`src/rtl/btb_pkg.sv`:
```
package btb_pkg;
  typedef enum logic [1:0] {
    CTR_STRONG_NT = 2'd0,
    CTR_WEAK_NT   = 2'd1,
    CTR_WEAK_T    = 2'd2,
    CTR_STRONG_T  = 2'd3
  } ctr_e;

  localparam ctr_e CTR_ALLOC = CTR_WEAK_T;

  function automatic ctr_e ctr_train(input ctr_e cur, input logic taken);
    ctr_e res;
    res = cur;
    if (taken) begin
      if (cur != CTR_STRONG_T) res = ctr_e'(cur + 2'd1);
    end else begin
      if (cur != CTR_STRONG_NT) res = ctr_e'(cur - 2'd1);
    end
    return res;
  endfunction

  function automatic logic ctr_says_taken(input ctr_e cur);
    return cur[1];
  endfunction
endpackage

```
`src/rtl/btb_index.sv`:
```
module btb_index #(
  parameter int PC_W  = 32,
  parameter int IDX_W = 4,
  localparam int WORD_W = PC_W - 2
) (
  input  logic [PC_W-1:0]   pc,
  output logic [WORD_W-1:0] word,
  output logic [IDX_W-1:0]  idx,
  output logic [PC_W-1:0]   seq_pc
);
  logic unused_lsb;
  assign unused_lsb = ^pc[1:0];
  assign word   = pc[PC_W-1:2];
  assign idx    = pc[IDX_W+1:2];
  assign seq_pc = {pc[PC_W-1:2] + WORD_W'(1), 2'b00};
endmodule

```
`src/rtl/btb_table.sv`:
```
module btb_table
  import btb_pkg::*;
#(
  parameter int WORD_W = 30,
  parameter int IDX_W  = 4,
  localparam int DEPTH = 1 << IDX_W
) (
  input  logic              clk,
  input  logic              rst,
  input  logic [IDX_W-1:0]  fa_idx,
  output logic              fa_valid,
  output logic [WORD_W-1:0] fa_tag,
  output logic [WORD_W-1:0] fa_tgt,
  output ctr_e              fa_ctr,
  input  logic [IDX_W-1:0]  ua_idx,
  output logic              ua_valid,
  output logic [WORD_W-1:0] ua_tag,
  output logic [WORD_W-1:0] ua_tgt,
  output ctr_e              ua_ctr,
  input  logic              wr_en,
  input  logic [IDX_W-1:0]  wr_idx,
  input  logic [WORD_W-1:0] wr_tag,
  input  logic [WORD_W-1:0] wr_tgt,
  input  ctr_e              wr_ctr
);
  logic [DEPTH-1:0]  ent_valid;
  logic [WORD_W-1:0] ent_tag [DEPTH];
  logic [WORD_W-1:0] ent_tgt [DEPTH];
  ctr_e              ent_ctr [DEPTH];

  for (genvar e = 0; e < DEPTH; e++) begin : g_ent
    logic hit_wr;
    assign hit_wr = wr_en && (wr_idx == IDX_W'(e));
    always_ff @(posedge clk) begin
      if (rst) begin
        ent_valid[e] <= 1'b0;
      end else if (hit_wr) begin
        ent_valid[e] <= 1'b1;
      end
    end
    always_ff @(posedge clk) begin
      if (hit_wr) begin
        ent_tag[e] <= wr_tag;
        ent_tgt[e] <= wr_tgt;
        ent_ctr[e] <= wr_ctr;
      end
    end
  end

  always_comb begin
    fa_valid = ent_valid[fa_idx];
    fa_tag   = ent_tag[fa_idx];
    fa_tgt   = ent_tgt[fa_idx];
    fa_ctr   = ent_ctr[fa_idx];
    ua_valid = ent_valid[ua_idx];
    ua_tag   = ent_tag[ua_idx];
    ua_tgt   = ent_tgt[ua_idx];
    ua_ctr   = ent_ctr[ua_idx];
  end
endmodule

```
`src/rtl/btb_lookup.sv`:
```
module btb_lookup
  import btb_pkg::*;
#(
  parameter int PC_W = 32,
  localparam int WORD_W = PC_W - 2
) (
  input  logic              req,
  input  logic [WORD_W-1:0] word,
  input  logic [PC_W-1:0]   seq_pc,
  input  logic              ent_valid,
  input  logic [WORD_W-1:0] ent_tag,
  input  logic [WORD_W-1:0] ent_tgt,
  input  ctr_e              ent_ctr,
  output logic [PC_W-1:0]   next_pc,
  output logic              hit,
  output logic              taken,
  output logic              redir
);
  always_comb begin
    hit     = req && ent_valid && (ent_tag == word);
    taken   = hit && ctr_says_taken(ent_ctr);
    redir   = taken;
    next_pc = taken ? {ent_tgt, 2'b00} : seq_pc;
  end
endmodule

```
`src/rtl/btb_update_ctl.sv`:
```
module btb_update_ctl
  import btb_pkg::*;
#(
  parameter int WORD_W = 30
) (
  input  logic              upd_valid,
  input  logic [WORD_W-1:0] upd_word,
  input  logic              upd_taken,
  input  logic              upd_mispredict,
  input  logic [WORD_W-1:0] upd_tgt_word,
  input  logic              ent_valid,
  input  logic [WORD_W-1:0] ent_tag,
  input  logic [WORD_W-1:0] ent_tgt,
  input  ctr_e              ent_ctr,
  output logic              wr_en,
  output logic [WORD_W-1:0] wr_tag,
  output logic [WORD_W-1:0] wr_tgt,
  output ctr_e              wr_ctr
);
  logic present;

  always_comb begin
    present = ent_valid && (ent_tag == upd_word);
    wr_en   = upd_valid && (present || upd_taken);
    wr_tag  = upd_word;
    if (present) begin
      wr_ctr = ctr_train(ent_ctr, upd_taken);
      wr_tgt = (upd_mispredict && upd_taken) ? upd_tgt_word : ent_tgt;
    end else begin
      wr_ctr = CTR_ALLOC;
      wr_tgt = upd_tgt_word;
    end
  end
endmodule

```
`src/rtl/btb_predictor.sv`:
```
module btb_predictor
  import btb_pkg::*;
#(
  parameter int PC_W  = 32,
  parameter int IDX_W = 4
) (
  input  logic            clk,
  input  logic            rst,
  input  logic            fetch_valid,
  input  logic [PC_W-1:0] fetch_pc,
  output logic [PC_W-1:0] pred_next_pc,
  output logic            pred_hit,
  output logic            pred_taken,
  output logic            redirect,
  input  logic            upd_valid,
  input  logic [PC_W-1:0] upd_pc,
  input  logic            upd_taken,
  input  logic [PC_W-1:0] upd_target,
  input  logic            upd_mispredict
);
  localparam int WORD_W = PC_W - 2;

  logic [WORD_W-1:0] f_word, u_word, t_word;
  logic [IDX_W-1:0]  f_idx, u_idx, t_idx_unused;
  logic [PC_W-1:0]   f_seq, u_seq_unused, t_seq_unused;

  btb_index #(.PC_W(PC_W), .IDX_W(IDX_W)) u_fidx (
    .pc(fetch_pc), .word(f_word), .idx(f_idx), .seq_pc(f_seq));
  btb_index #(.PC_W(PC_W), .IDX_W(IDX_W)) u_uidx (
    .pc(upd_pc), .word(u_word), .idx(u_idx), .seq_pc(u_seq_unused));
  btb_index #(.PC_W(PC_W), .IDX_W(IDX_W)) u_tidx (
    .pc(upd_target), .word(t_word), .idx(t_idx_unused), .seq_pc(t_seq_unused));

  logic              fa_valid, ua_valid, wr_en;
  logic [WORD_W-1:0] fa_tag, fa_tgt, ua_tag, ua_tgt, wr_tag, wr_tgt;
  ctr_e              fa_ctr, ua_ctr, wr_ctr;

  btb_table #(.WORD_W(WORD_W), .IDX_W(IDX_W)) u_table (
    .clk(clk), .rst(rst),
    .fa_idx(f_idx), .fa_valid(fa_valid), .fa_tag(fa_tag), .fa_tgt(fa_tgt), .fa_ctr(fa_ctr),
    .ua_idx(u_idx), .ua_valid(ua_valid), .ua_tag(ua_tag), .ua_tgt(ua_tgt), .ua_ctr(ua_ctr),
    .wr_en(wr_en), .wr_idx(u_idx), .wr_tag(wr_tag), .wr_tgt(wr_tgt), .wr_ctr(wr_ctr));

  btb_lookup #(.PC_W(PC_W)) u_lookup (
    .req(fetch_valid), .word(f_word), .seq_pc(f_seq),
    .ent_valid(fa_valid), .ent_tag(fa_tag), .ent_tgt(fa_tgt), .ent_ctr(fa_ctr),
    .next_pc(pred_next_pc), .hit(pred_hit), .taken(pred_taken), .redir(redirect));

  btb_update_ctl #(.WORD_W(WORD_W)) u_upd (
    .upd_valid(upd_valid), .upd_word(u_word), .upd_taken(upd_taken),
    .upd_mispredict(upd_mispredict), .upd_tgt_word(t_word),
    .ent_valid(ua_valid), .ent_tag(ua_tag), .ent_tgt(ua_tgt), .ent_ctr(ua_ctr),
    .wr_en(wr_en), .wr_tag(wr_tag), .wr_tgt(wr_tgt), .wr_ctr(wr_ctr));
endmodule

```
`config.mk`:
```
export PLATFORM = sky130hd
export DESIGN_NAME = btb_predictor
export DESIGN_NICKNAME = d
export VERILOG_FILES = /design/src/rtl/btb_pkg.sv /design/src/rtl/btb_index.sv /design/src/rtl/btb_table.sv /design/src/rtl/btb_lookup.sv /design/src/rtl/btb_update_ctl.sv /design/src/rtl/btb_predictor.sv
export SDC_FILE = /design/constraint.sdc
export NUM_CORES = 2
export LEC_CHECK = 0
export BUFFER_PORTS_ARGS = -buffer_cell sky130_fd_sc_hd__buf_2
export CAP_MARGIN = 20
export CORE_ASPECT_RATIO = 1.5
export CORE_MARGIN = 2
export CORE_UTILIZATION = 60
export DETAILED_ROUTE_END_ITERATION = 10
export MAX_ROUTING_LAYER = met4
export PLACE_DENSITY = 0.77
export SLEW_MARGIN = 10
export SYNTH_ARGS = -nofsm -noshare
export SYNTH_HDL_FRONTEND = slang
export SYNTH_SLANG_ARGS = --single-unit
```
`constraint.sdc`:
```
create_clock -name clk -period 20.6 [get_ports clk]
set_clock_uncertainty 0.05 [all_clocks]
set_input_delay 2.06 -clock clk [delete_from_list [all_inputs] [get_ports clk]]
set_output_delay 2.06 -clock clk [all_outputs]
set_load 0.02 [all_outputs]
```
* After elaboration in Yosys (flattened, before gate mapping)
Memories as Yosys holds them, arrays and structs flattened.
Cells that the tools add are included.
** Storage, ports and cells
- Memory bits (writable) :: 992
- Flip-flop bits (word level) :: 16
- Memories :: 3
- Output and inout bits :: 35
- Input bits :: 102
** Memories
- u_table.ent_tag :: depth 16, width 30, read ports 2, clocked after Yosys merged registers in 0, write ports 1, line btb_table.sv:27 : logic [WORD_W-1:0] ent_tag [DEPTH];
- u_table.ent_tgt :: depth 16, width 30, read ports 2, clocked after Yosys merged registers in 0, write ports 1, line btb_table.sv:28 : logic [WORD_W-1:0] ent_tgt [DEPTH];
- u_table.ent_ctr :: depth 16, width 2, read ports 2, clocked after Yosys merged registers in 0, write ports 1, line btb_table.sv:29 : ctr_e ent_ctr [DEPTH];
** Operators by class
- Magnitude comparators :: 2
- $add $sub $neg :: 3
- Equality and inequality tests :: 18
- Reductions and logical operators :: 70
- Muxes and demuxes :: 178
** Operators with widths (count)
- $mux W30 :: 32
- $reduce_or A30 Y1 :: 30
- $mux W4 :: 45
- $mux W1 :: 79
- $eq A30 B30 Y1 :: 2
- $mux W2 :: 19
- $eq A4 B4 Y1 const B :: 8
- $mux W32 :: 1
- $add A30 B1 Y30 const B :: 1
- $reduce_or A2 Y1 :: 15
- $logic_and A1 B1 Y1 :: 22
- $eq A4 B3 Y1 const B :: 4
- $lt A4 B5 Y1 const B :: 2
- $bmux W1 S4 :: 2
- $eq A4 B2 Y1 const B :: 2
- $eq A4 B1 Y1 const B :: 1
- $logic_not A4 Y1 :: 1
- $add A2 B1 Y2 const B :: 1
- $ne A2 B2 Y1 const B :: 1
- $reduce_bool A2 Y1 :: 1
- $sub A2 B1 Y2 const B :: 1
- $logic_or A1 B1 Y1 :: 1

* Depth between registers and ports, before layout
- Word-level depth :: 24
- Mapped depth :: 14
- Mapped depth without buffers :: 8

* Cells and area by module
Synthesis repeated with hierarchy kept, for this count alone.
** Unflattened totals
- Cell total of the unflattened synthesis :: 2693
- Area total of the unflattened synthesis :: 49602.6 um2
** Modules (own cells, without submodules)
- btb_table :: area an instance 45103.3 um2, seq. area each 30108.9 um2, cells an instance 2130, instances 1
- btb_index at u_fidx ... :: area an instance 839.6 um2, seq. area each 0.0 um2, cells an instance 118, instances 2
- btb_update_ctl :: area an instance 1024.7 um2, seq. area each 0.0 um2, cells an instance 122, instances 1
- btb_lookup :: area an instance 959.7 um2, seq. area each 0.0 um2, cells an instance 93, instances 1
- btb_index at u_uidx :: area an instance 835.8 um2, seq. area each 0.0 um2, cells an instance 112, instances 1

* Worst setup path before layout
No wires, ideal clock.
- Kind :: input to register
- Start :: input port upd_pc[2]
- End :: memory u_table.ent_ctr[0][0] (netlist name) (enable)
- Data arrival time :: 10.302 ns
- Setup time :: 0.635 ns
- Stages :: 12
- Path slack :: 9.613 ns
- Data required time :: 19.915 ns
- Cell sequence :: buf_2 > buf_6 > buf_6 > mux4_2 > a22oi_1 > nand2_1 > xor2_1 > a2111oi_0 > nor4b_2 > a31oi_1 > buf_2 > nor4_1
** On the way
- Elaborated cells between the ends (all ways) :: 116
- Classes of those cells :: eq/ne: 16; mux: 64; reduce/logical: 35; memory: 1
** RTL lines
- start: declaration :: line btb_predictor.sv:16 : input logic [PC_W-1:0] upd_pc,
- $mem_v2 Z16 W30 or $bmux W1 S4 (tied branches)
- $eq A30 B30 Y1 or $mux W1 (tied branches) :: line btb_update_ctl.sv:23, btb_table.sv:55
- $logic_and A1 B1 Y1 :: line btb_update_ctl.sv:23 : present = ent_valid && (ent_tag == upd_word);
- $logic_or A1 B1 Y1 :: line btb_update_ctl.sv:24 : wr_en = upd_valid && (present || upd_taken);
- $logic_and A1 B1 Y1 :: line btb_update_ctl.sv:24
- $logic_and A1 B1 Y1 * :: line btb_table.sv:33 : assign hit_wr = wr_en && (wr_idx == IDX_W'(e));
- named net u_table.g_ent[0].hit_wr :: line btb_table.sv:32 : logic hit_wr;
- $mux W1 * :: line btb_table.sv:42 : if (hit_wr) begin
- $mux W1 (implied by the code) * :: line btb_table.sv:45 : ent_ctr[e] <= wr_ctr;
- $mux W1 (no line) * (15 in a row)
- end: declaration :: line btb_table.sv:29
The timed path passes the listed nets; every way through them passes the cells marked *. The select of a mux whose other input is x is not followed.

* Worst setup path after layout
- Start :: input port fetch_pc[2]
- End :: output port pred_next_pc[23]
** On the way
- Cells in the longest elaborated chain, start to end :: 6
- Elaborated cells between the ends (all ways) :: 11
- Classes of those cells :: add/sub: 1; eq/ne: 1; mux: 3; reduce/logical: 3; memory: 3
** RTL lines
- start: declaration :: line btb_predictor.sv:10 : input logic [PC_W-1:0] fetch_pc,
- parallel branches: the longest is 5 deep, another holds $mem_v2 Z16 W30
- $mux W32 * :: line btb_lookup.sv:23 : next_pc = taken ? {ent_tgt, 2'b00} : seq_pc;
- end: declaration :: line btb_predictor.sv:11 : output logic [PC_W-1:0] pred_next_pc,
Every way passes the cells marked *. The select of a mux whose other input is x is not followed.

==> impl_metrics.prom <==
# TYPE chip_impl_metric gauge
chip_impl_info{name="outcome",value="finished, final reports clean"} 1
chip_impl_metric{name="dr_vias_cell",unit=""} 7.517
chip_impl_metric{name="setup_viol",unit=""} 0
chip_impl_metric{name="report.power.total",unit="W"} 0.004366
chip_impl_metric{name="grt_use_total",unit="%"} 33.86
chip_impl_metric{name="post-place-ws",unit="ns"} 9.838
chip_impl_metric{name="portBuffers",unit=""} 128
chip_impl_info{name="cts_tree",value="done"} 1
chip_impl_metric{name="post_cts_resize_count",unit=""} 0
chip_impl_metric{name="die_w",unit="µm"} 234.7
chip_impl_metric{name="vias_in_the_first_global_route",unit=""} 28320
chip_impl_metric{name="worst-slew-pin-transition",unit="ns"} 1.113
chip_impl_metric{name="maxSlewViolCount",unit=""} 0
chip_impl_metric{name="maximum_capacitance_violations",unit=""} 0
chip_impl_metric{name="finalWorstPathRequiredPeriod",unit="ns"} 10.56
chip_impl_metric{name="min_hold_slack",unit="ns"} 0.4324
chip_impl_metric{name="layout.cell_area.non_filler",unit="mm²"} 0.05262
chip_impl_metric{name="fin_tns_setup",unit="ns"} 0
chip_impl_metric{name="cts.hold.buffers_added",unit=""} 0
chip_impl_metric{name="ys_types",unit=""} 62
chip_impl_metric{name="power_density",unit="mW/mm²"} 82.99
chip_impl_metric{name="synth_seq_cells",unit=""} 1008
chip_impl_metric{name="wl_per_cell",unit="µm"} 36.91
chip_impl_metric{name="yosysSeqAreaShare",unit="%"} 62.83
chip_impl_metric{name="starting_drc_count_in_detailed_routing",unit=""} 3840
chip_impl_metric{name="clkTransAtPathRegs",unit="ns"} 0.06
chip_impl_metric{name="top_ports",unit=""} 137
chip_impl_metric{name="synth_enable_flop_cells",unit=""} 992
chip_impl_metric{name="ctsLongestPathBuffers",unit=""} 3
chip_impl_metric{name="global_route_wire_length_before_repair",unit="µm"} 193000
chip_impl_metric{name="area_delta_synth_final",unit="%"} 9.802
chip_impl_metric{name="post-cts-setup-buffer-count",unit=""} 0
chip_impl_metric{name="cts_made_buffers",unit=""} 92
chip_impl_metric{name="placementRows",unit=""} 126
chip_impl_metric{name="synth_async_sr_flop_share",unit="%"} 0
chip_impl_info{name="slowest_stage",value="sky130_fd_sc_hd__buf_4"} 1
chip_impl_metric{name="worst-endpoint-required",unit="ns"} 18.49
chip_impl_metric{name="placedInstanceArea",unit="mm²"} 0.04967
chip_impl_metric{name="die_height",unit="µm"} 350.1
chip_impl_metric{name="core_area",unit="mm²"} 0.07883
chip_impl_metric{name="post-route-worst-setup-slack",unit="ns"} 10.04
chip_impl_info{name="rsz0062_at_grt",value="no"} 1
chip_impl_info{name="endpoint_kind",value="output pin"} 1
chip_impl_metric{name="count_of_vias_placed_by_the_detailed_router",unit=""} 27120
chip_impl_info{name="cp-start-kind",value="input port"} 1
chip_impl_metric{name="detail_route.first_pass.iterations",unit=""} 6
chip_impl_info{name="holdCritPathClass",value="flop to flop"} 1
chip_impl_info{name="synthFlopType",value="sky130_fd_sc_hd__edfxtp_1"} 1
chip_impl_info{name="cp_cell_sequence",value="buf_8 > buf_4 > buf_4 > buf_4 > mux4_2 > mux4_2 > xnor2_1 > nand4_1 > nor2_1 > nand3_1 > and4bb_2 > buf_4 > mux2_2 > buf_2"} 1
chip_impl_metric{name="wp_data_arrival",unit="ns"} 8.45
chip_impl_metric{name="postRouteAntennaNets",unit=""} 0
chip_impl_metric{name="total_wire_length_after_detailed_routing",unit="µm"} 133200
chip_impl_metric{name="postSynthCellCount",unit=""} 2373
chip_impl_metric{name="hold_violations_final",unit=""} 0
chip_impl_metric{name="headroom_to_the_max_slew_limit",unit="%"} 25.79
chip_impl_metric{name="yosysWarningCount",unit=""} 0
chip_impl_metric{name="critical_path.max_stage_delay",unit="ns"} 0.89
chip_impl_metric{name="place_congestion",unit=""} 0.9965
chip_impl_metric{name="dieArea",unit="mm²"} 0.08219
chip_impl_metric{name="power.static_leakage",unit="nW"} 16.73
chip_impl_info{name="worst-setup-path-type",value="input port to output pin"} 1
chip_impl_metric{name="hpwl_dp",unit="µm"} 77920
chip_impl_metric{name="final.period_utilization",unit="%"} 51.25
chip_impl_metric{name="gr-total-overflow",unit=""} 0
chip_impl_metric{name="fraction_of_layout_instances_using_a_drive_strength_above_1",unit="%"} 36.32
chip_impl_metric{name="power.ir.vdd_worst",unit="µV"} 57.70
chip_impl_metric{name="tritoncts_num_sinks",unit=""} 1008
chip_impl_metric{name="max_freq",unit="MHz"} 94.72
chip_impl_metric{name="mapped_area",unit="mm²"} 0.04792
chip_impl_metric{name="antenna_found_initial",unit=""} 13
chip_impl_info{name="cts_root_buf",value="sky130_fd_sc_hd__clkbuf_16"} 1
chip_impl_metric{name="insertion_delay",unit="ns"} 0.67
chip_impl_metric{name="path_max_fanout",unit=""} 68
chip_impl_metric{name="start_util",unit="%"} 60.79
chip_impl_metric{name="synthesis.area_per_instance",unit="µm²"} 20.19
chip_impl_info{name="critPathMostFrequentCell",value="sky130_fd_sc_hd__buf_4"} 1
chip_impl_metric{name="cts-htree-levels",unit=""} 3
chip_impl_metric{name="route.detailed.drc",unit=""} 0
chip_impl_metric{name="final_net_count",unit=""} 2595
chip_impl_metric{name="grt_start_max_net_pins",unit=""} 98
[cell families after synthesis]
kind of cell	after synthesis	synth area share [%]
buf+inv	211	2.081
compound gates	136	2.089
other cells	1	0.007826
xor+xnor	82	1.499
flops	1008	62.83
mux	724	29.17
fa+ha+maj	2	0.04700
simple gates	209	2.272
[power breakdown]
group / leakage [nW] / switching (W) / internal (W) / total [W]
Sequential: 9.08 / 0.0000108 / 0.00228 / 0.00229
Combinational: 6.22 / 0.000226 / 0.000168 / 0.000394
Clock: 1.43 / 0.000753 / 0.000934 / 0.00169
[metrics by stage]
step,cells,util (%)
floorplan,2374,-
global placement,3419,62.99
detailed placement,3422,63.01
CTS,3593,66.70
global route,3604,66.74
finish,3607,66.75
[final timing paths]
kind,cells after the start,slack [ns],end,startpoint
setup / recovery,14,10.04,pred_next_pc[23],fetch_pc[2]
setup reg to reg,10,15.02,u_table.ent_tgt[4][19],u_table.ent_tag[8][0]
hold / removal,2,0.43,u_table.ent_valid[14],u_table.ent_valid[14]
hold reg to reg,2,0.43,u_table.ent_valid[14],u_table.ent_valid[14]
[worst max-delay path: cells and delay by family]
kind	cells	cell delay [ns]
xor+xnor	1	0.28
buf+inv	6	3.75
mux	3	1.56
simple gates	4	0.64
[cell usage in the layout, fill, tap and decap left out, drive strengths merged, types with 23 or more instances in the layout]
cell,n
buf,198
clkbuf,111
clkinv,45
edfxtp,992
inv,43
mux2,70
mux2i,123
mux4,531
nand2,54
nand3,33
nor2,23
xnor2,68
[cell type report]
cell class | instances | area [µm²]
clock inverter | 60 | 505.5
timing repair buffer | 198 | 1221
multi-input combinational | 1155 | 16920
antenna | 14 | 35.03
clock buffer | 111 | 2405
fill | 5053 | 26210
sequential | 1008 | 30110
tap | 1024 | 1281
inverter | 37 | 142.6
[layer usage]
| metal | GRT usage [%] | routed length [µm] | up-vias |
|---|---|---|---|
| met3 | 8.434 | 15900 | 420 |
| met2 | 52.66 | 65220 | 2030 |
| met1 | 41.98 | 44700 | 14160 |
| li1 | - | - | 10510 |
| met5 | - | 0 | - |
| met4 | 17.04 | 7331 | 0 |
[sequential cells by signal, indices dropped and copies added, names as in the netlist]
name	count
u_table.ent_valid	16
u_table.ent_ctr	32
u_table.ent_tgt	480
u_table.ent_tag	480
[cells in the mapped netlist (all sizes together) (3+ instances only)]
master | n | area, µm²
edfxtp | 992 | 29790
mux4 | 531 | 11960
mux2i | 123 | 1231
buf | 109 | 614.4
mux2 | 70 | 788.3
xnor2 | 68 | 595.6
clkbuf | 65 | 244.0
nand2 | 54 | 202.7
inv | 35 | 131.4
nand3 | 33 | 165.2
nor2 | 23 | 88.84
nand4 | 20 | 125.1
nor3 | 20 | 100.1
o22ai | 18 | 112.6
a22oi | 17 | 127.6
dfxtp | 16 | 320.3
nor2b | 16 | 100.1
a22o | 15 | 131.4
o21ai | 15 | 75.07
xor2 | 14 | 122.6
a21oi | 13 | 65.06
and3 | 13 | 81.33
a221oi | 9 | 78.83
nor4 | 8 | 50.05
a31oi | 7 | 43.79
o32ai | 7 | 61.31
a2111oi | 5 | 43.79
and2 | 5 | 31.28
a221o | 4 | 40.04
nand2b | 4 | 25.02
o221ai | 4 | 35.03
a21o | 3 | 22.52
and4 | 3 | 28.78
nand3b | 3 | 22.52
o2bb2ai | 3 | 26.28
or3 | 3 | 18.77
Power figures use the tool's default switching activity.
